## config.mk

```make
export PLATFORM = sky130hd
export DESIGN_NAME = rule_sched
export DESIGN_NICKNAME = d
export VERILOG_FILES = /design/src/rtl/rule_sched.sv
export SDC_FILE = /design/constraint.sdc
export NUM_CORES = 1
export LEC_CHECK = 0
export CORE_MARGIN = 2
export CORE_UTILIZATION = 65
export CTS_CLUSTER_DIAMETER = 150
export CTS_CLUSTER_SIZE = 24
export DETAILED_ROUTE_END_ITERATION = 8
export DONT_BUFFER_PORTS = 1
export GPL_TIMING_DRIVEN = 0
export PLACE_DENSITY = 0.81
export SKIP_LAST_GASP = 1
export SLEW_MARGIN = 30
export SYNTH_ARGS = -nofsm -noshare
export SYNTH_HDL_FRONTEND = slang
export SYNTH_SLANG_ARGS = --single-unit
```

## constraint.sdc

```tcl
create_clock -name clk -period 3.9 [get_ports clk]
set_input_delay 0.39 -clock clk [delete_from_list [all_inputs] [get_ports clk]]
set_output_delay 0.39 -clock clk [all_outputs]
set_load 0.02 [all_outputs]
```

## src/rtl/rule_sched.sv

```systemverilog
module rule_sched #(
  parameter int N = 4,
  parameter int W = 8,
  parameter logic [W-1:0] RESET_VAL = '0
) (
  input  logic             clk,
  input  logic             rst_n,
  input  logic [N-1:0]     can_fire,
  input  logic [2*N*N-1:0] rel_tbl,
  input  logic [N-1:0]     wr_mask,
  input  logic [N*W-1:0]   wr_data,
  output logic [N-1:0]     will_fire,
  output logic             reg_we,
  output logic [W-1:0]     reg_d,
  output logic [W-1:0]     reg_q
);
  localparam logic [1:0] REL_CONF = 2'd0;
  localparam logic [1:0] REL_FREE = 2'd1;
  localparam logic [1:0] REL_LOFIRST = 2'd2;
  localparam logic [1:0] REL_HIFIRST = 2'd3;

  function automatic logic [1:0] rel(input int a, input int b);
    int lo, hi;
    lo = (a < b) ? a : b;
    hi = (a < b) ? b : a;
    return rel_tbl[2*(lo*N+hi) +: 2];
  endfunction

  function automatic logic clash(input int a, input int b);
    logic [1:0] c;
    c = rel(a, b);
    return (c == REL_CONF) || (c == REL_FREE && wr_mask[a] && wr_mask[b]);
  endfunction

  function automatic logic after(input int a, input int b);
    logic [1:0] c;
    c = rel(a, b);
    if (a < b) return c == REL_LOFIRST;
    return c == REL_HIFIRST;
  endfunction

  logic [N-1:0] grant;
  always_comb begin
    grant = '0;
    for (int i = 0; i < N; i++) begin
      grant[i] = can_fire[i];
      for (int j = 0; j < i; j++)
        if (grant[j] && clash(j, i)) grant[i] = 1'b0;
    end
  end

  logic [N-1:0] writing, winner;
  assign writing = grant & wr_mask;

  always_comb begin
    winner = writing;
    for (int i = 0; i < N; i++)
      for (int j = 0; j < N; j++)
        if (i != j && writing[j] && after(i, j)) winner[i] = 1'b0;
  end

  logic [W-1:0] merged;
  always_comb begin
    merged = '0;
    for (int i = 0; i < N; i++)
      merged = merged | ({W{winner[i]}} & wr_data[i*W +: W]);
  end

  assign will_fire = grant;
  assign reg_we = |writing;
  assign reg_d = reg_we ? merged : reg_q;

  always_ff @(posedge clk or negedge rst_n)
    if (!rst_n) reg_q <= RESET_VAL;
    else if (reg_we) reg_q <= reg_d;
endmodule

```

==> results by group <==
Clock tree
  • Clock sink count: 8
  • TritonCTS clock tree: yes
  • TritonCTS Buffers: 3
  • Root Driver: clkbuf_4
  • Setup bufs post-CTS: 0
  • Clk slew on worst S/H paths: 0.05 ns
  • # H-tree levels: 1
  • Clk_lat worst skew: 0.26 ns
  • Clock tree buffer depth: 2

Place
  • Gpl congestion: between 0.8 and 0.9
  • Hpwl dp: between 2000 and 2500 um
  • PortBufs: 0
  • DP Worst Slack: 1.11 ns

Floorplan
  • Core ar.: approximately 0.0015 mm2
  • Die H: roughly 44 um
  • DIE WIDTH: about 44 um
  • Ports: 95
  • Die area: about 0.0019 mm2
  • Initial core utilization: roughly 70%
  • Cell row count: 14

Timing
  • Final period util: about 70%
  • Final Max Tran Viols: 0
  • Final Hold Fails: 0
  • Final hold slack: around 0.34 ns
  • Fmax: between 300 and 400 MHz
  • Setup_tns: 0 ns
  • Measured slew at the worst slew-check pin: approximately 0.8 ns
  • Max_slew headroom: between 40 and 50%
  • Setup WS post-layout: 1.18 ns
  • Final min period: between 2 and 3 ns
  • Setup Viol. Count Final: 0
  • Fin Clk Skew: 0 ns
  • RSZ-0062 raised after global routing: false

Finish
  • Reg with most FFs: reg_q
  • Multi-input gate area: 773 um2
  • Area growth, synth to finish: 5.12%
  • Largest register FFs: 8
  • Final net count: 205
  • Antenna cell count: 0
  • Most common cell after layout, fill and taps aside: nand3_1
  • FF+latch area: 200 um2
  • Commonest non-fill, non-tap cells in the layout: nand3_1 (17), a41oi_1 (16), nand2_1 (9)
  • Largest regs: reg_q (8)
  • Layout cells sized above 1: approximately 11%
  • Layout fillers: about 120

Drt
  • DRC viols: 0
  • Drt pass-1 iters: 4
  • Wire length per cell: roughly 22 um
  • Via density: 8.54
  • Overall routed net length: approximately 3200 um
  • ANT nets after route: 0
  • Drt initial violations: 57
  • Vias: 1,238

Setup path
  • WS Path Type: input port to output pin
  • Kind of end point of the critical path: output pin
  • Reg2Reg Setup Slack: 2.94 ns
  • CP max FO: 8
  • Critical path arrival: roughly 2.3 ns
  • Reg2Reg Depth: 2
  • Setup crit start kind: input port
  • Reg-to-reg critical path startpoint: reg_q[4]
  • Critical path data required time: between 3 and 4 ns
  • Capturing point of the worst reg2reg path: reg_q[4]

Synth
  • Syn Nets: about 200
  • Synth unique cells: 39
  • Synth Cell Area: about 0.0010 mm2
  • Synth area leader: dfrtp_1
  • Yosys warns: 0
  • Main area contributors after synthesis: dfrtp_1 (19%), a41oi_1 (14%), nand3_1 (8.3%)
  • Seq/Total Area, Yosys: roughly a fifth
  • Mean Syn Cell Area: about 8.2 um2
  • Synth top area share: 19.5%
  • Syn Inst Count: 125
  • Yosys reg bits: 8

Global routing
  • GRT Total Usage: between 30% and 40%
  • Largest net degree at the start of global routing: 11
  • First-pass GRT wire length: approximately 5200 um
  • GR Overflow Total: 0
  • Vias in the first global route: approximately 1,100
  • Initial antenna violation count: 0

Hold path
  • Worst hold path type: input port to flop
  • Min-delay src: wr_data[16]
  • Hold worst-path end: reg_q[0]
  • Hold depth: 2

Power
  • Peak VDD IR: between 200 and 300 uV
  • Leakage power: around 0.35 nW
  • Power per cell area: around 310 mW/mm2

Outcome
  • Outcome: complete, no violations

Flow run
  • Total of max-cap violations: 0
==> synth_stat cells <==
cell type / instances
inv_1: 4
nor2b_1: 1
o21bai_1: 1
buf_6: 2
nand2_1: 9
a2111oi_4: 1
o211a_4: 1
a2111o_1: 1
dfrtp_1: 8
nor3_1: 8
nor2_1: 3
o2111ai_1: 1
nand3_1: 17
a2111oi_0: 1
and2b_1: 1
or3_1: 1
o221a_2: 1
a32oi_1: 8
a41oi_1: 16
nand2b_1: 4
a21boi_0: 1
and2_1: 1
a21boi_1: 2
a31oi_1: 3
buf_1: 1
nand4b_1: 1
o211a_1: 1
a211oi_4: 1
buf_4: 1
and3_1: 2
a21bo_2: 2
a21o_1: 1
o41a_1: 1
o2111ai_2: 1
buf_2: 1
o211ai_1: 3
nor3b_1: 2
a21oi_1: 3
nand4_1: 8
==> repair_timing <==
action | 4_1_cts | 5_1_grt
resized for setup | 0 | 0
endpoints found under the hold margin | 8 | 0
hold buffers | 1 | 0
==> area by class of cell <==
| cell class | count | area share [%] |
|---|---|---|
| multi-input cells | 108 | 71.6 |
| flip-flops and latches | 8 | 18.5 |
| plain buffers | 5 | 3.59 |
| clock buffers | 3 | 2.09 |
| well taps | 16 | 1.85 |
| inverters | 4 | 1.39 |
| repair buffers | 1 | 0.927 |
==> cells by family (layout without fill, tap and decap cells) <==
| logic type | after synthesis | in the layout | synth area share, % |
|---|---|---|---|
| and+or+nand+nor | 58 | 58 | 30.0 |
| AOI/OAI and AO/OA | 50 | 50 | 45.3 |
| buffers and inverters | 9 | 13 | 5.24 |
| DFF | 8 | 8 | 19.5 |
==> layer usage <==
metal  share of wire, %  wire length, um  track usage, %  up-vias
met5                  0                0               0        -
met4               0.44               14            4.24        0
li1                   -                -               -      551
met3                 14              441            11.7        2
met2                 49             1560            56.2       85
met1                 37             1190            49.2      600
==> critical path, cell delays in order <==
cell and delay, ns:
a21boi_1 0.23, o2111ai_1 0.29, o211ai_1 0.68, nand3_1 0.20, a41oi_1 0.54
==> how the worst max path moves through the flow <==
stage | start | end | slack [ns]
after floorplan | rel_tbl[2] | reg_d[5] | 1.44
after global placement | rel_tbl[2] | reg_d[6] | 1.26
after detailed placement | rel_tbl[4] | reg_d[6] | 1.11
after CTS | rel_tbl[4] | reg_d[6] | 1.13
after global routing | rel_tbl[4] | reg_d[5] | 0.88
final | rel_tbl[4] | reg_d[4] | 1.18
==> where the power goes <==
| group | internal [mW] | total (mW) | switching [mW] |
|---|---|---|---|
| clock network | 0.0353 | 0.0645 | 0.0292 |
| registers | 0.0997 | 0.132 | 0.0326 |
| logic | 0.0487 | 0.142 | 0.0933 |
==> metrics by stage <==
stage	cell area [um2]	cells	power (mW)	util, %
after floorplan	1030	125	0.251	-
after global placement	1050	141	0.269	70.3
after detailed placement	1050	141	0.272	70.3
after CTS	1080	145	0.338	72.5
after global routing	1080	145	0.359	72.5
final	1080	145	0.339	72.5
No activity file was read; power rests on OpenSTA's default activity.
